==> src/rtl/br_pkg.sv <==
package br_pkg;
  localparam int ADDR_W = 16;
  localparam int FLAG_W = 8;
  localparam int KIND_W = 4;

  typedef enum logic [KIND_W-1:0] {
    JK_NONE = 4'd0,
    JK_JMP  = 4'd1,
    JK_CALL = 4'd2,
    JK_RET  = 4'd3,
    JK_EQ   = 4'd4,
    JK_NE   = 4'd5,
    JK_GT   = 4'd6,
    JK_GE   = 4'd7,
    JK_LT   = 4'd8,
    JK_LE   = 4'd9
  } jkind_e;

  typedef struct packed {
    logic z;
    logic c;
    logic s;
    logic o;
  } flagset_t;

  function automatic logic flag_at(input logic [FLAG_W-1:0] fb, input int pos);
    return fb[pos];
  endfunction

  function automatic logic cond_holds(input jkind_e k, input flagset_t f);
    logic r;
    case (k)
      JK_JMP, JK_CALL, JK_RET: r = 1'b1;
      JK_EQ:                   r = f.z;
      JK_NE:                   r = !f.z;
      JK_GT:                   r = !f.z && (f.s == f.o);
      JK_GE:                   r = !f.c;
      JK_LT:                   r = (f.s != f.o);
      JK_LE:                   r = f.z || f.c;
      default:                 r = 1'b0;
    endcase
    return r;
  endfunction
endpackage

==> src/rtl/br_flag_decode.sv <==
module br_flag_decode
  import br_pkg::*;
#(
  parameter int FW     = FLAG_W,
  parameter int Z_POS  = 0,
  parameter int C_POS  = 1,
  parameter int S_POS  = 2,
  parameter int O_POS  = 3
) (
  input  logic [FW-1:0] flags_i,
  output flagset_t      fs_o
);
  always_comb begin
    fs_o.z = flag_at(flags_i, Z_POS);
    fs_o.c = flag_at(flags_i, C_POS);
    fs_o.s = flag_at(flags_i, S_POS);
    fs_o.o = flag_at(flags_i, O_POS);
  end
endmodule

==> src/rtl/br_cond_eval.sv <==
module br_cond_eval
  import br_pkg::*;
(
  input  jkind_e   kind_i,
  input  flagset_t fs_i,
  output logic     taken_o,
  output logic     is_ret_o
);
  always_comb begin
    taken_o  = cond_holds(kind_i, fs_i);
    is_ret_o = (kind_i == JK_RET);
  end

  always_comb begin
    if (kind_i == JK_GE && fs_i.c)
      a_r4_ge_blocked_by_carry: assert (!taken_o);
    if (kind_i == JK_LE && fs_i.z)
      a_r6_le_on_zero: assert (taken_o);
    if (kind_i == JK_EQ && !fs_i.z)
      a_r1_eq_needs_zero: assert (!taken_o);
  end
endmodule

==> src/rtl/br_target_sel.sv <==
module br_target_sel
  import br_pkg::*;
#(
  parameter int AW = ADDR_W
) (
  input  logic          taken_i,
  input  logic          is_ret_i,
  input  logic          use_acc_i,
  input  logic [AW-1:0] acc_i,
  input  logic [AW-1:0] imm_i,
  input  logic [AW-1:0] ret_i,
  input  logic [AW-1:0] seq_i,
  output logic [AW-1:0] next_o
);
  logic [AW-1:0] dest;

  always_comb begin
    if (is_ret_i)       dest = ret_i;
    else if (use_acc_i) dest = acc_i;
    else                dest = imm_i;
    next_o = taken_i ? dest : seq_i;
  end
endmodule

==> src/rtl/br_resolve_unit.sv <==
module br_resolve_unit
  import br_pkg::*;
#(
  parameter int AW     = ADDR_W,
  parameter int FW     = FLAG_W,
  parameter int Z_POS  = 0,
  parameter int C_POS  = 1,
  parameter int S_POS  = 2,
  parameter int O_POS  = 3
) (
  input  logic [KIND_W-1:0] kind_i,
  input  logic              use_acc_i,
  input  logic [FW-1:0]     flags_i,
  input  logic [AW-1:0]     acc_i,
  input  logic [AW-1:0]     seq_pc_i,
  input  logic [AW-1:0]     imm_i,
  input  logic [AW-1:0]     ret_addr_i,
  output logic [AW-1:0]     next_pc_o,
  output logic              taken_o
);
  jkind_e   kind;
  flagset_t fs;
  logic     cond_taken;
  logic     ret_sel;

  assign kind = jkind_e'(kind_i);

  br_flag_decode #(
    .FW(FW), .Z_POS(Z_POS), .C_POS(C_POS), .S_POS(S_POS), .O_POS(O_POS)
  ) u_flags (
    .flags_i (flags_i),
    .fs_o    (fs)
  );

  br_cond_eval u_cond (
    .kind_i   (kind),
    .fs_i     (fs),
    .taken_o  (cond_taken),
    .is_ret_o (ret_sel)
  );

  br_target_sel #(.AW(AW)) u_tgt (
    .taken_i   (cond_taken),
    .is_ret_i  (ret_sel),
    .use_acc_i (use_acc_i),
    .acc_i     (acc_i),
    .imm_i     (imm_i),
    .ret_i     (ret_addr_i),
    .seq_i     (seq_pc_i),
    .next_o    (next_pc_o)
  );

  assign taken_o = cond_taken;

  always_comb begin
    if (!cond_taken)
      a_r9_untaken_is_sequential: assert (next_pc_o == seq_pc_i);
    if (kind_i >= 4'd10 || kind_i == 4'd0)
      a_r10_no_jump_codes: assert (!taken_o);
    if (ret_sel)
      a_r7_return_target: assert (taken_o && next_pc_o == ret_addr_i);
    if (cond_taken && !ret_sel && !use_acc_i)
      a_r8_immediate_target: assert (next_pc_o == imm_i);
  end
endmodule

==> config.mk <==
export PLATFORM = sky130hd
export DESIGN_NAME = br_resolve_unit
export DESIGN_NICKNAME = d
export VERILOG_FILES = /design/src/rtl/br_pkg.sv /design/src/rtl/br_flag_decode.sv /design/src/rtl/br_cond_eval.sv /design/src/rtl/br_target_sel.sv /design/src/rtl/br_resolve_unit.sv
export SDC_FILE = /design/constraint.sdc
export NUM_CORES = 1
export LEC_CHECK = 0
export CORE_MARGIN = 2
export CORE_UTILIZATION = 26
export DETAILED_ROUTE_END_ITERATION = 8
export PLACE_DENSITY = 0.9
export RECOVER_POWER = 25
export SLEW_MARGIN = 20
export SYNTH_ARGS = -nofsm -noshare
export SYNTH_HDL_FRONTEND = slang
export SYNTH_SLANG_ARGS = --single-unit
==> constraint.sdc <==
create_clock -name vclk -period 2.2
set_clock_uncertainty 0.15 [all_clocks]
set_input_delay 0.44 -clock vclk [all_inputs]
set_output_delay 0.44 -clock vclk [all_outputs]
set_load 0.005 [all_outputs]
# Word level (Yosys, flattened, before mapping)
# Index checks and enable logic that the tools add are counted.
[totals]
reg_bits = 0
in_bits = 77
word_cells = 20
[classes]
n_eq_ne = 11
muxes = 4
reduce_logical = 5
[ops]
columns = ["cell", "count"]
rows = [
  ["two-way mux 16 bit", 3],
  ["== test 4 x 3 -> 1 bit, second input constant", 4],
  ["== test 4 x 2 -> 1 bit, second input constant", 2],
  ["== test 4 bit, second input constant", 2],
  ["case mux 1 bit (7 select lines)", 1],
  ["== test 4 x 1 -> 1 bit, second input constant", 1],
  ["OR reduction 3 bit", 1],
  ["logical NOT 1 bit", 2],
  ["== test 1 bit", 1],
  ["logical AND 1 bit", 1],
  ["logical OR 1 bit", 1],
  ["!= test 1 bit", 1],
]

# Depth between registers and ports, before layout
# Gate-level depths: netlist (run 1).
[depth]
ltp_word = 4
ltp_mapped = 6
depth_no_buf = 4

# Cells and area by module
# From an unflattened synthesis (run 1), not the netlist that was laid out.
[hier_totals]
hier_cells = 78
hier_area_um2 = 705.7
[modules_own_cells]
columns = ["module", "n_inst", "cells_each", "area_per_inst_um2", "seq_area_each_um2"]
rows = [
  ["br_target_sel", 1, 58, 563.0, 0.0],
  ["br_cond_eval", 1, 16, 112.6, 0.0],
  ["br_flag_decode", 1, 4, 30.0, 0.0],
]

# Worst setup path after synthesis (run 1)
# OpenSTA, ideal clock, no wires.
[synth_path]
kind = "in2out"
from = "in flags_i[1]"
to = "out next_pc_o[0]"
arrival_ns = 1.586
setup_slack_ns = 0.024
path_stages = 6
n_path_buf = 2
path_cell_list = "nand2b_1 -> a31o_1 -> o311ai_2 -> buf_6 -> buf_12 -> mux2i_1"
[synth_between]
elab_chain_len = 3
[synth_lines]
columns = ["element", "line_no", "source"]
rows = [
  ["start, declared", "br_resolve_unit.sv:13", "input logic [FW-1:0] flags_i,"],
  ["logical OR 1 bit / logical NOT 1 bit (equally long branches)", "br_pkg.sv:39, br_pkg.sv:37", ""],
  ["case mux 1 bit (7 select lines) *", "br_pkg.sv:32", "case (k)"],
  ["net taken_o", "br_resolve_unit.sv:19", "output logic taken_o"],
  ["two-way mux 16 bit *", "br_target_sel.sv:21", "next_o = taken_i ? dest : seq_i;"],
  ["end, declared", "br_resolve_unit.sv:18", "output logic [AW-1:0] next_pc_o,"],
]
# Mark *: on every way through the listed nets, which the timed path passes. The rest lies on a longest branch.

# Final worst setup path (run 1)
[layout_path]
from = "in flags_i[1]"
to = "out next_pc_o[10]"
[layout_between]
elab_chain_len = 3
[layout_lines]
columns = ["element", "line_no"]
rows = [
  ["logical OR 1 bit / logical NOT 1 bit (equally long branches)", "br_pkg.sv:39, br_pkg.sv:37"],
  ["case mux 1 bit (7 select lines) *", "br_pkg.sv:32"],
  ["two-way mux 16 bit *", "br_target_sel.sv:21"],
]
# Every way passes the cells marked *; elsewhere a longest branch is shown, timed or not.

==> flow_metrics.tcl, run 1 <==
set metrics [dict create \
    rsz0062_at_grt "true" \
    dp_worst_setup_slack_ns -1.03 \
    cp.depth 8 \
    p_comb_frac 1.000 \
    power_frac_clock 0 \
    vias 1046 \
    ys_warn_count 0 \
    critPathCaptureType "output pin" \
    p_per_area_nw_per_um2 209 \
    die_y_um 55.4 \
    hpwl_um 2590 \
    violations "setup timing" \
    ys_types 20 \
    cp_slowest_cell "o311ai_4" \
    register_area_um2 0 \
    status "finished, violations left" \
    finalCriticalPeriod_ns 2.41 \
    critPathTopFamily "compound AO/OA/AOI/OAI gates" \
    synth_sequential_area_ratio 0 \
    detail_route.wl_per_cell_um 13.7 \
    critPathMostFrequentCell "buf_6" \
    area_growth_pct 141 \
    drive_above_1_share 0.218 \
    hold_violations 0 \
    cp.buffers_inverters 4 \
    hp-class "in -> out" \
    syn_nets 177 \
    fmax_ghz 0.414 \
    io_buffers 90 \
    syn_area_per_cell_um2 6.88 \
    coreArea_um2 2500 \
    synthCells 100 \
    drc_errors 0 \
    place.gp.congestion 0.715 \
    whs_ns 1.32 \
    vias_per_cell 4.69 \
    nNetsFinal 272 \
    die_area_um2 3070 \
    crit_start "flags_i[1]" \
    start_kind "primary input" \
    slew_headroom 0.811 \
    design.seq.count 0 \
    yosys.area.top_type_share 0.465 \
    finalCritPeriodShare 1.10 \
    ir_drop_uv 116 \
    max_cap_viol_count 0 \
    finalMaxSlewViolations 0 \
    intPower_w 0.000226 \
    cp.required_ns 1.61 \
    switchingPower_w 0.000121 \
    finalSetupViolCount 16 \
    crit_chain "buf_6 > nand2b_4 > a31o_1 > o311ai_4 > buf_6 > buf_6 > mux2i_1 > buf_2" \
    antenna_found_initial 0 \
    tightest_slew_ns 0.284 \
    path_max_fanout 5 \
    syn_area_um2 688 \
    die_width_um 55.4 \
    critPathCapture "next_pc_o[10]" \
    ant_nets 0 \
    cts_hold_buffers 0 \
    p_leak_nw 0.797 \
    track_usage 0.201 \
    first_pass_iters 4 \
    hp-start "kind_i[3]" \
    synth.most_common_cell "mux2i_1" \
    fillerInstances 213 \
    synth_area_leader_cell "mux2i_1" \
    swShare 0.348 \
    clkbuf_count 0 \
    fin_util 0.664 \
    start_util 0.275 \
    routed_wl_um 3060 \
    grt_overflow_total 0 \
    cp.arrival_ns 1.82 \
    rows 18 \
    seqPwrFrac 0 \
    synth_area_leaders "mux2i_1, a21oi_1, inv_1" \
    io_pins 94 \
    max_stage_delay_ns 0.33 \
    grt_pass1_wl_um 5180 \
    synth_common_cells "mux2i_1, a21oi_1, inv_1, nor2_1, buf_2" \
    worstSetupPathType "in -> out" \
    n_antenna_cell 0 \
    drtIter0Drc 19 \
    layout_setup_ws_ns -0.213 \
    grt_pass1_vias 1126 \
    grt_max_degree 19 \
]
[cell families after synthesis]
| logic type | synth area share |
|---|---|
| XOR/XNOR | 0.0127 |
| AND/OR/NAND/NOR | 0.171 |
| buffers and inverters | 0.175 |
| AO/OA/AOI/OAI | 0.176 |
| multiplexers | 0.465 |
[final cells by class]
class                      count  area (µm²)  area share
multi-input combinational     76         612       0.369
timing repair buffer         101         951       0.573
inverter                      16        60.1      0.0362
tap                           30        37.5      0.0226
[stage by stage]
step | cell area, µm² | std cells | setup TNS, ns | total power, W
after floorplan | 688 | 100 | 0 | 0.000129
after global placement | 1690 | 221 | -15.24 | 0.000357
after detailed placement | 1690 | 221 | -16.19 | 0.000369
after CTS | 1690 | 224 | -2.66 | 0.000361
after global routing | 1660 | 223 | -3.42 | 0.000375
final | 1660 | 223 | -2.43 | 0.000346
[worst min path at each step]
| stage | end | slack (ns) | cells past startpoint |
|---|---|---|---|
| 4_1_cts | next_pc_o[9] | 1.35 | 4 |
| 6_report | taken_o | 1.32 | 5 |
| 3_3_place_gp | next_pc_o[9] | 1.66 | 4 |
| 5_1_grt | taken_o | 1.34 | 5 |
| 3_5_place_dp | next_pc_o[9] | 1.67 | 4 |
| 2_1_floorplan | next_pc_o[0] | 0.82 | 2 |
[routing by layer]
metal	share of wire	GRT usage	routed length (µm)	vias up
met5	0	0	0	-
met2	0.60	0.429	1830	37
met3	0.042	0.0187	127	4
li1	-	-	-	529
met1	0.35	0.211	1060	476
met4	0.014	0.0209	42	0
[power groups by stage]
stage | sequential [W] | combinational [W] | clock [W]
detailed placement | 0 | 0.000369 | 0
CTS | 0 | 0.000361 | 0
global placement | 0 | 0.000357 | 0
global route | 0 | 0.000375 | 0
floorplan | 0 | 0.000129 | 0
finish | 0 | 0.000346 | 0
[placed cells by master (no fill, tap or decap), drive strengths merged]
cell type and count:
o311ai 1, clkdlybuf4s50 64, a31o 1, o31ai 1, nand4bb 1, xor2 1, buf 36, a21oi 16
or3 1, dlygate4sd2 1, nor2 16, nor3b 1, and4bb 1, nand2b 1, nand4b 1, mux2i 32
nor3 1, inv 16, o221ai 1
[repair_timing]
item / CTS / global route
resized for setup: 117 / 0
cloned: 1 / 0
pin swaps: 6 / 0
setup buffers: 2 / 0
endpoints found under the setup margin: 17 / 17
Note: power is estimated with default switching activity, not from simulation.
==> run 2: changes to the inputs <==
--- a/config.mk
+++ b/config.mk
@@ -6,9 +6,9 @@
 export NUM_CORES = 1
 export LEC_CHECK = 0
 export CORE_MARGIN = 2
-export CORE_UTILIZATION = 26
+export CORE_UTILIZATION = 28
 export DETAILED_ROUTE_END_ITERATION = 8
-export PLACE_DENSITY = 0.9
+export PLACE_DENSITY = 0.95
 export RECOVER_POWER = 25
 export SLEW_MARGIN = 20
 export SYNTH_ARGS = -nofsm -noshare
==> constraint.sdc (replaced) <==
create_clock -name vclk -period 3
set_clock_uncertainty 0.15 [all_clocks]
set_input_delay 0.6 -clock vclk [all_inputs]
set_output_delay 0.6 -clock vclk [all_outputs]
set_load 0.005 [all_outputs]
==> flow_metrics.tcl, run 2 (same netlist as run 1, synthesis figures left out) <==
set metrics [dict create \
    status "finished, final reports clean" \
    whs_ns 1.65 \
    finalCritPeriodShare 0.989 \
    intPower_w 0.000185 \
    grt_max_degree 19 \
    design.seq.count 0 \
    hp-class "in -> out" \
    hpwl_um 2590 \
    ir_drop_uv 103 \
    finalMaxSlewViolations 0 \
    fin_util 0.775 \
    start_util 0.302 \
    vias_per_cell 4.79 \
    hold_violations 0 \
    drtIter0Drc 6 \
    layout_common_cells "clkdlybuf4s50_1, mux2i_1, inv_1, nor2_1, a21oi_1" \
    hp-start "seq_pc_i[12]" \
    fmax_ghz 0.337 \
    finalSetupViolCount 0 \
    detail_route.wl_per_cell_um 14.3 \
    first_pass_iters 4 \
    register_area_um2 0 \
    dp_cells 219 \
    seqPwrFrac 0 \
    fin_tns_setup_ns 0 \
    rows 17 \
    swShare 0.344 \
    routed_wl_um 3330 \
    antenna_found_initial 0 \
    finalCriticalPeriod_ns 2.97 \
    ant_nets 0 \
    p_comb_frac 1.000 \
    drive_above_1_share 0.234 \
    vias 1115 \
    crit_start "flags_i[1]" \
    coreArea_um2 2280 \
    layout_commonest_cell "clkdlybuf4s50_1" \
    die_area_um2 2870 \
    n_antenna_cell 0 \
    power_frac_clock 0 \
    die_width_um 53.6 \
    max_cap_viol_count 0 \
    grt_pass1_wl_um 5020 \
    nNetsFinal 284 \
    drc_errors 0 \
    grt_pass1_vias 1177 \
    critPathCaptureType "output pin" \
    p_leak_nw 0.854 \
    fillerInstances 176 \
    io_buffers 90 \
    fin_cells 233 \
    tightest_slew_ns 0.359 \
    path_max_fanout 3 \
    cp.arrival_ns 2.22 \
    cp.required_ns 2.25 \
    switchingPower_w 0.0000971 \
    place.gp.congestion 0.776 \
    track_usage 0.235 \
    start_kind "primary input" \
    clkbuf_count 0 \
    p_per_area_nw_per_um2 160 \
    io_pins 94 \
    area_growth_pct 156 \
    worstSetupPathType "in -> out" \
    die_y_um 53.6 \
    slew_headroom 0.760 \
    grt_overflow_total 0 \
]
[run 2: cell types whose count changed in the layout (fill, tap and decap cells not counted), moves of 3 or more]
cell / change
buf_4: +10
buf_2: -12
clkbuf_2: +8
dlygate4sd2_1: +4
clkdlybuf4s15_1: +3
[run 2: final timing paths]
check,endpoint,slack (ns),depth (start not counted)
hold / removal,next_pc_o[12],1.65,4
setup / recovery,next_pc_o[0],0.03,8
[run 2: power groups by stage]
stage | combinational, W | clock (W) | sequential, W
finish | 0.000282 | 0 | 0
CTS | 0.000282 | 0 | 0
floorplan | 0.0000949 | 0 | 0
global route | 0.000302 | 0 | 0
global placement | 0.000257 | 0 | 0
detailed placement | 0.000266 | 0 | 0
[run 2: cell type report]
class / instances / area (µm²) / area share
Tap cell: 28 / 35.0 / 0.0199
Inverter: 16 / 60.1 / 0.0341
Timing Repair Buffer: 113 / 1050 / 0.593
Multi-Input combinational cell: 76 / 622 / 0.353
[run 2: repair_timing]
action / in CTS / in global routing
cloned: 1 / 0
endpoints found under the setup margin: 17 / 16
endpoints found under the hold margin: 0 / 0
buffers inserted: 14 / 0
hold buffers: 0 / 0
gates resized for setup: 63 / 23
pin swaps: 2 / 4
[run 2: per-stage QoR]
step           total power (W)  instance area [µm²]  setup WS (ns)
4_1_cts               0.000282                 1790        0.00101
5_1_grt               0.000302                 1760       -0.00994
3_3_place_gp          0.000257                 1680         -0.429
3_5_place_dp          0.000266                 1680         -0.513
6_report              0.000282                 1760         0.0326
2_1_floorplan        0.0000949                  688          0.504
[run 2: worst max-delay path, stage by stage]
cell and delay [ns]:
dlygate4sd2_1 0.23, nand2b_4 0.14, a31o_1 0.20, o311ai_4 0.38, buf_6 0.17, buf_4 0.10
mux2i_1 0.16, clkdlybuf4s15_1 0.24
[run 2: metal layers]
layer | GRT usage | vias up | share of wire
met2 | 0.533 | 45 | 0.60
met3 | 0.0194 | 4 | 0.047
li1 | - | 556 | -
met1 | 0.224 | 510 | 0.33
met5 | 0 | - | 0
met4 | 0.0256 | 0 | 0.014
